**src/rtl/zcw_pkg.sv**
```systemverilog
package zcw_pkg;
  // Strobes from the window classifier to the confidence datapath
  typedef struct packed {
    logic bump;   // in-window transition
    logic drop;   // out-of-window transition
  } conf_strobe_t;
endpackage

```
**src/rtl/zcw_window_ctrl.sv**
```systemverilog
module zcw_window_ctrl
  import zcw_pkg::*;
#(
  parameter int PHASE_W   = 7,
  parameter int WIN_SHIFT = 3
) (
  input  logic               edgeStrobe,
  input  logic [PHASE_W-1:0] phaseCnt,
  input  logic [PHASE_W-1:0] phaseMod,
  output conf_strobe_t       strobes
);
  logic [PHASE_W-1:0] halfWin;
  logic [PHASE_W-1:0] upperStart;
  logic               nearLow;
  logic               nearHigh;
  logic               inWindow;

  // Half window is one eighth of the present period, on each side of the wrap
  assign halfWin    = phaseMod >> WIN_SHIFT;
  assign upperStart = phaseMod - halfWin;
  assign nearLow    = phaseCnt < halfWin;
  assign nearHigh   = phaseCnt >= upperStart;
  assign inWindow   = nearLow || nearHigh;

  always_comb begin
    strobes.bump = edgeStrobe && inWindow;
    strobes.drop = edgeStrobe && !inWindow;
  end
endmodule

```
**src/rtl/zcw_conf_path.sv**
```systemverilog
module zcw_conf_path
  import zcw_pkg::*;
#(
  parameter int CONF_W = 5
) (
  input  logic              clk,
  input  logic              rstN,
  input  conf_strobe_t      strobes,
  output logic [CONF_W-1:0] confLevel,
  output logic              carrierDet
);
  localparam logic [CONF_W-1:0] CONF_FULL  = '1;
  localparam logic [CONF_W-1:0] CONF_EMPTY = '0;

  logic [CONF_W-1:0] nextLevel;
  logic              nextFlag;

  always_comb begin
    nextLevel = confLevel;
    if (strobes.bump && confLevel != CONF_FULL)
      nextLevel = confLevel + 1'b1;
    else if (strobes.drop && confLevel != CONF_EMPTY)
      nextLevel = confLevel - 1'b1;
  end

  // Hysteresis: set only at full scale, clear only at empty
  always_comb begin
    nextFlag = carrierDet;
    if (nextLevel == CONF_FULL)
      nextFlag = 1'b1;
    else if (nextLevel == CONF_EMPTY)
      nextFlag = 1'b0;
  end

  always_ff @(posedge clk) begin
    if (!rstN) begin
      confLevel  <= CONF_EMPTY;
      carrierDet <= 1'b0;
    end else begin
      confLevel  <= nextLevel;
      carrierDet <= nextFlag;
    end
  end
endmodule

```
**src/rtl/zcw_carrier_detect.sv**
```systemverilog
module zcw_carrier_detect
  import zcw_pkg::*;
#(
  parameter int PHASE_W   = 7,
  parameter int CONF_W    = 5,
  parameter int WIN_SHIFT = 3
) (
  input  logic               clk,
  input  logic               rstN,
  input  logic               edgeStrobe,
  input  logic [PHASE_W-1:0] phaseCnt,
  input  logic [PHASE_W-1:0] phaseMod,
  output logic               carrierDet,
  output logic               carrierDetN
);
  conf_strobe_t      strobes;
  logic [CONF_W-1:0] confLevel;

  zcw_window_ctrl #(
    .PHASE_W  (PHASE_W),
    .WIN_SHIFT(WIN_SHIFT)
  ) u_ctrl (
    .edgeStrobe(edgeStrobe),
    .phaseCnt  (phaseCnt),
    .phaseMod  (phaseMod),
    .strobes   (strobes)
  );

  zcw_conf_path #(
    .CONF_W(CONF_W)
  ) u_path (
    .clk       (clk),
    .rstN      (rstN),
    .strobes   (strobes),
    .confLevel (confLevel),
    .carrierDet(carrierDet)
  );

  assign carrierDetN = ~carrierDet;
endmodule

```
**config.mk**
```make
export PLATFORM = sky130hd
export DESIGN_NAME = zcw_carrier_detect
export DESIGN_NICKNAME = d
export VERILOG_FILES = /design/src/rtl/zcw_pkg.sv /design/src/rtl/zcw_window_ctrl.sv /design/src/rtl/zcw_conf_path.sv /design/src/rtl/zcw_carrier_detect.sv
export SDC_FILE = /design/constraint.sdc
export NUM_CORES = 1
export LEC_CHECK = 0
export BUFFER_PORTS_ARGS = -buffer_cell sky130_fd_sc_hd__buf_2
export CORE_ASPECT_RATIO = 1.1
export CORE_MARGIN = 10
export CORE_UTILIZATION = 58
export CTS_BUF_LIST = sky130_fd_sc_hd__clkbuf_16
export DETAILED_ROUTE_END_ITERATION = 7
export PLACE_DENSITY = 0.84
export SYNTH_ARGS = -nofsm -noshare
export SYNTH_HDL_FRONTEND = slang
export SYNTH_HIERARCHICAL = 1
export SYNTH_SLANG_ARGS = --single-unit
```
**constraint.sdc**
```tcl
create_clock -name clk -period 12.2 [get_ports clk]
set_clock_uncertainty 0.2 [all_clocks]
set_input_delay 1.22 -clock clk [delete_from_list [all_inputs] [get_ports clk]]
set_output_delay 1.22 -clock clk [all_outputs]
set_load 0.1 [all_outputs]
```
**Word level (Yosys, flattened, before mapping)**

Index checks and enable logic that the tools add are counted.

- Bits in registers: 6
- Latch bits: 0
- Bits in writable memories: 0
- ROM bits: 0
- Output and inout bits: 2
- Word-level logic and storage cells: 23
- Memories: 0

- $add $sub $neg: 3
- Multipliers: 0
- Divide/modulo/power cells: 0
- $lt $le $gt $ge: 2
- Eq/ne operators: 2
- Shift operators: 0
- Muxes and demuxes: 4
- Bitwise gates (word level): 1
- Reductions and logical operators: 9

Operators with widths:

| kind | count |
|---|---|
| two-way mux 5 bit | 2 |
| >= comparator 7 bit | 1 |
| less-than comparator 7 x 4 -> 1 bit | 1 |
| subtractor 7 x 4 -> 7 bit | 1 |
| adder 5 x 1 -> 5 bit, second input constant | 1 |
| equality test 5 bit, second input constant | 1 |
| logical NOT 5 bit | 1 |
| inequality test 5 bit, second input constant | 1 |
| nonzero test 5 bit | 1 |
| subtractor 5 x 1 -> 5 bit, second input constant | 1 |
| logical AND 1 bit | 4 |
| two-way mux 1 bit | 2 |
| nonzero test 2 bit | 1 |
| logical NOT 1 bit | 1 |
| logical OR 1 bit | 1 |
| NOT 1 bit | 1 |

**Logic depth before layout (Yosys ltp)**

- Depth in word-level cells: 11
- Gate-level depth with buffers: 17

**Modules after synthesis**

The synthesis kept the hierarchy.

Modules (own cells, without submodules):

| module | times used | cells an instance | area an instance (um2) | seq. area each (um2) |
|---|---|---|---|---|
| zcw_window_ctrl | 1 | 54 | 459.2 | 0.0 |
| zcw_conf_path | 1 | 47 | 439.2 | 120.1 |
| zcw_carrier_detect | 1 | 1 | 3.8 | 0.0 |

**Worst setup path after synthesis**

OpenSTA, ideal clock, no wires.

- Kind: input-to-reg
- From: in phaseMod[0]
- To: reg u_path.carrierDet
- Setup time: 0.122 ns
- Arrival: 4.419 ns
- Data required time: 11.878 ns
- Path slack: 7.459 ns
- Cell stages on the path: 17
- Buffers on the path: 0
- Cell sequence: inv_1 -> ha_1 -> fa_1 -> nor2b_1 -> o21ai_0 -> nor4b_2 -> xnor2_1 -> ha_1 -> a21oi_1 -> o211ai_2 -> a21oi_2 -> and3_1 -> or4bb_2 -> a31oi_1 -> a21boi_1 -> nor4b_2 -> o22ai_1

RTL lines:

| item | RTL line | source |
|---|---|---|
| from (decl) | zcw_carrier_detect.sv:12 | `input logic [PHASE_W-1:0] phaseMod,` |
| to (signal assigned) | zcw_conf_path.sv:41 | `carrierDet <= nextFlag;` |
| to (decl) | zcw_conf_path.sv:10 | `output logic carrierDet` |

==> summary.txt <==
Outcome
  • Status: finished clean

Final layout
  • Nets: around 160
  • Filler Cell Count: 98
  • Final Core Density: 0.7628
  • Ant diodes: 0
  • Share of cells above drive strength 1: 0.2787
  • Area growth syn-to-layout: 19.97%

Floorplan
  • Cell row count: 14
  • Num ports: 19
  • Core ar.: around 0.0014 mm²
  • Area of the die: ~0.0035 mm²
  • Initial Util: 0.6358
  • Width of the die: approximately 58 µm
  • Die height: 61.36 µm

Clock network
  • Clock Latency Late Sink: 230 ps
  • Post-CTS setup buffer count: 0
  • Clock sink count: 6
  • Cts hold-fix bufs: 0
  • CTS buffer count: 3
  • Clock slew at reported path FFs: ~30 ps
  • Clock root buffer: clkbuf_16
  • CTS tree: done
  • Post_cts resized: 0
  • H-tree levels: 1
  • Maximum root-to-sink buffer count: 2

Placed design
  • Final Wtd Congestion: 0.8870
  • Pre-CTS setup slack: 6982 ps
  • DP HPWL: roughly 1.7 mm
  • PortBufs: 18

STA
  • Fin crit period: just over 5000 ps
  • Slew Viols, Final: 0
  • Final worst-path setup slack: ~7000 ps
  • Worst slew pin tran: approximately 530 ps
  • Max Clk Rate: between 150 and 200 MHz
  • Slew headroom: 0.6445
  • Setup violators final: 0
  • Setup TNS: 0 ps
  • RSZ-0062 raised after global routing: false
  • Hold Vio Cnt, Final: 0
  • Final period utilization: 0.4138

Pwr
  • Comb pwr share: 0.416
  • Switching power: 0.04464 mW
  • Sequential share of power: 0.195
  • PD cells: around 120 mW/mm²
  • LEAKAGE: between 0.5 and 0.6 nW
  • P_int: about 0.09 mW
  • Clock power frac: 0.389
  • Sw Ratio: 0.3314
  • Max VDD drop: 0.07551 mV

Worst setup path
  • Critical Path RT: approximately 12000 ps
  • Worst Path Arrival: between 4000 and 5000 ps
  • Bufs and invs on worst path: 2
  • Reg2reg setup slack: roughly 9600 ps
  • CP Cell Sequence: buf_2 -> inv_1 -> ha_1 -> nor2b_1 -> o21ai_0 -> nor4b_2 -> xnor2_1 -> ha_1 -> a21oi_1 -> o211ai_2 -> a21oi_2 -> and3_1 -> or4bb_2 -> a31oi_1 -> a21boi_1 -> nor4b_2 -> o22ai_1
  • CP Class: in2reg
  • Slowest-stage cell, CP: or4bb_2
  • Crit path max fanout: 8
  • Critical Path Sink Type: flop
  • CP Launch Type: input port
  • Kind of cell adding the most delay to the critical path: simple AND/OR/NAND/NOR gates
  • Max incr delay on CP: 560 ps

GRT
  • Vias in the first global route: 876
  • Antenna violations before repair: 0
  • Gr usage total: 0.1322
  • Largest net degree at the start of global routing: 9
  • GRT overflow: 0
  • First-pass GRT wire length: 3.767 mm

Synthesis
  • Average size of a mapped cell: 8.844 µm²
  • Async S/R FF share, synth: 0
  • Syn nets: roughly 140
  • Synth area leaders: ha_1, dfxtp_1, inv_1, xnor2_1, nor2b_1
  • Most frequent cells after synthesis: ha_1, inv_1, dfxtp_1
  • Area share of the largest cell type after synthesis: 0.2358
  • Sequential share of the synthesized area: 0.1331
  • Most used DFF post-synth: dfxtp_1
  • Synth cell types: 44
  • Most common cell in the synthesized netlist: ha_1
  • Largest area contributor in the netlist: ha_1
  • FF+latch count, synth: 6
  • Post-synth EDFFs: 0
  • Synth Cell Area: roughly 900 µm²
  • Total of warnings raised by yosys: 6
  • Cells after synthesis: slightly above 100

Routing
  • DRT iter0 DRCs: 11
  • DR WL/cell: 16.04 µm
  • Drt total wl: ~2.2 mm
  • 1st-pass router iterations: 4
  • # DRC: 0
  • Routed via count: approximately 850
  • Vias per cell: ~6
  • Routed Antenna Nets: 0

Job
  • Max-Cap Viols: 0

Hold path
  • Worst min path class: reg2reg
[cell families after synthesis]
group           Yosys count  share of synthesized area
buf+inv                  11                    0.04716
simple gates             40                     0.3204
xor+xnor                  5                    0.04854
flops                     6                     0.1332
compound gates           22                     0.1928
fa+ha+maj                18                     0.2580
[placed cells by master, fill, tap and decap left out, types with 2 or more instances in the layout]
cell type,count
nand2b_1,2
clkbuf_16,3
xnor2_1,4
buf_2,18
nor2_1,2
nand2_1,4
and3_2,2
a21boi_1,2
and2_1,3
ha_1,17
dfxtp_1,6
nor2b_1,5
and3_1,3
o21ai_0,4
nor4b_2,2
inv_1,10
nor3_1,2
o211ai_2,2
a21oi_1,3
and3b_1,3
[power groups by stage]
stage | Combinational [mW] | Clock, mW | Sequential [mW]
5_1_grt | 0.0631 | 0.0540 | 0.0267
6_report | 0.0560 | 0.0524 | 0.0263
3_5_place_dp | 0.0550 | 0 | 0.0263
4_1_cts | 0.0558 | 0.0530 | 0.0261
2_1_floorplan | 0.0431 | 0 | 0.0251
3_3_place_gp | 0.0523 | 0 | 0.0259
[worst min-delay path, delay by kind of cell (launching register included)]
kind	cells	cell delay [ps]
AND/OR/NAND/NOR	1	70
flip-flops	1	310
AO/OA/AOI/OAI	1	100
[final timing paths]
path	start	cells past startpoint	endpoint
min	u_path/carrierDet	2	u_path/carrierDet
max reg2reg	u_path/confLevel[0]	8	u_path/carrierDet
max	phaseMod[5]	17	u_path/carrierDet
min reg2reg	u_path/carrierDet	2	u_path/carrierDet
[stage by stage]
stage | instances | hold slack [ps] | cell area [µm²] | power (mW)
after floorplan | 102 | 330.5 | 902.1 | 0.06822
after global placement | 135 | 277.3 | 1007 | 0.07820
after detailed placement | 135 | 290.0 | 1007 | 0.08130
after CTS | 138 | 340.3 | 1082 | 0.1349
after global routing | 138 | 357.8 | 1082 | 0.1438
final | 138 | 341.4 | 1082 | 0.1347
[layout make-up]
cell class	count	area, µm²	share of cell area
Tap cell	16	20.02	0.01850
Inverter	10	37.54	0.03468
Clock buffer	3	75.07	0.06936
Multi-Input combinational cell	85	739.5	0.6832
Timing Repair Buffer	18	90.09	0.08324
Sequential cell	6	120.1	0.1110
[state kept, by name, summed over array words and instances (netlist names)]
name	cells
u_path/confLevel	5
u_path/carrierDet	1
[metal layers]
layer / wire (µm) / vias up / global-route usage
met4: 46 / 0 / 0.06040
li1: - / 423 / -
met1: 815 / 403 / 0.1243
met5: 0 / - / 0
met2: 1245 / 22 / 0.2684
met3: 107 / 4 / 0.02675
Note: power is estimated with default switching activity, not from simulation.
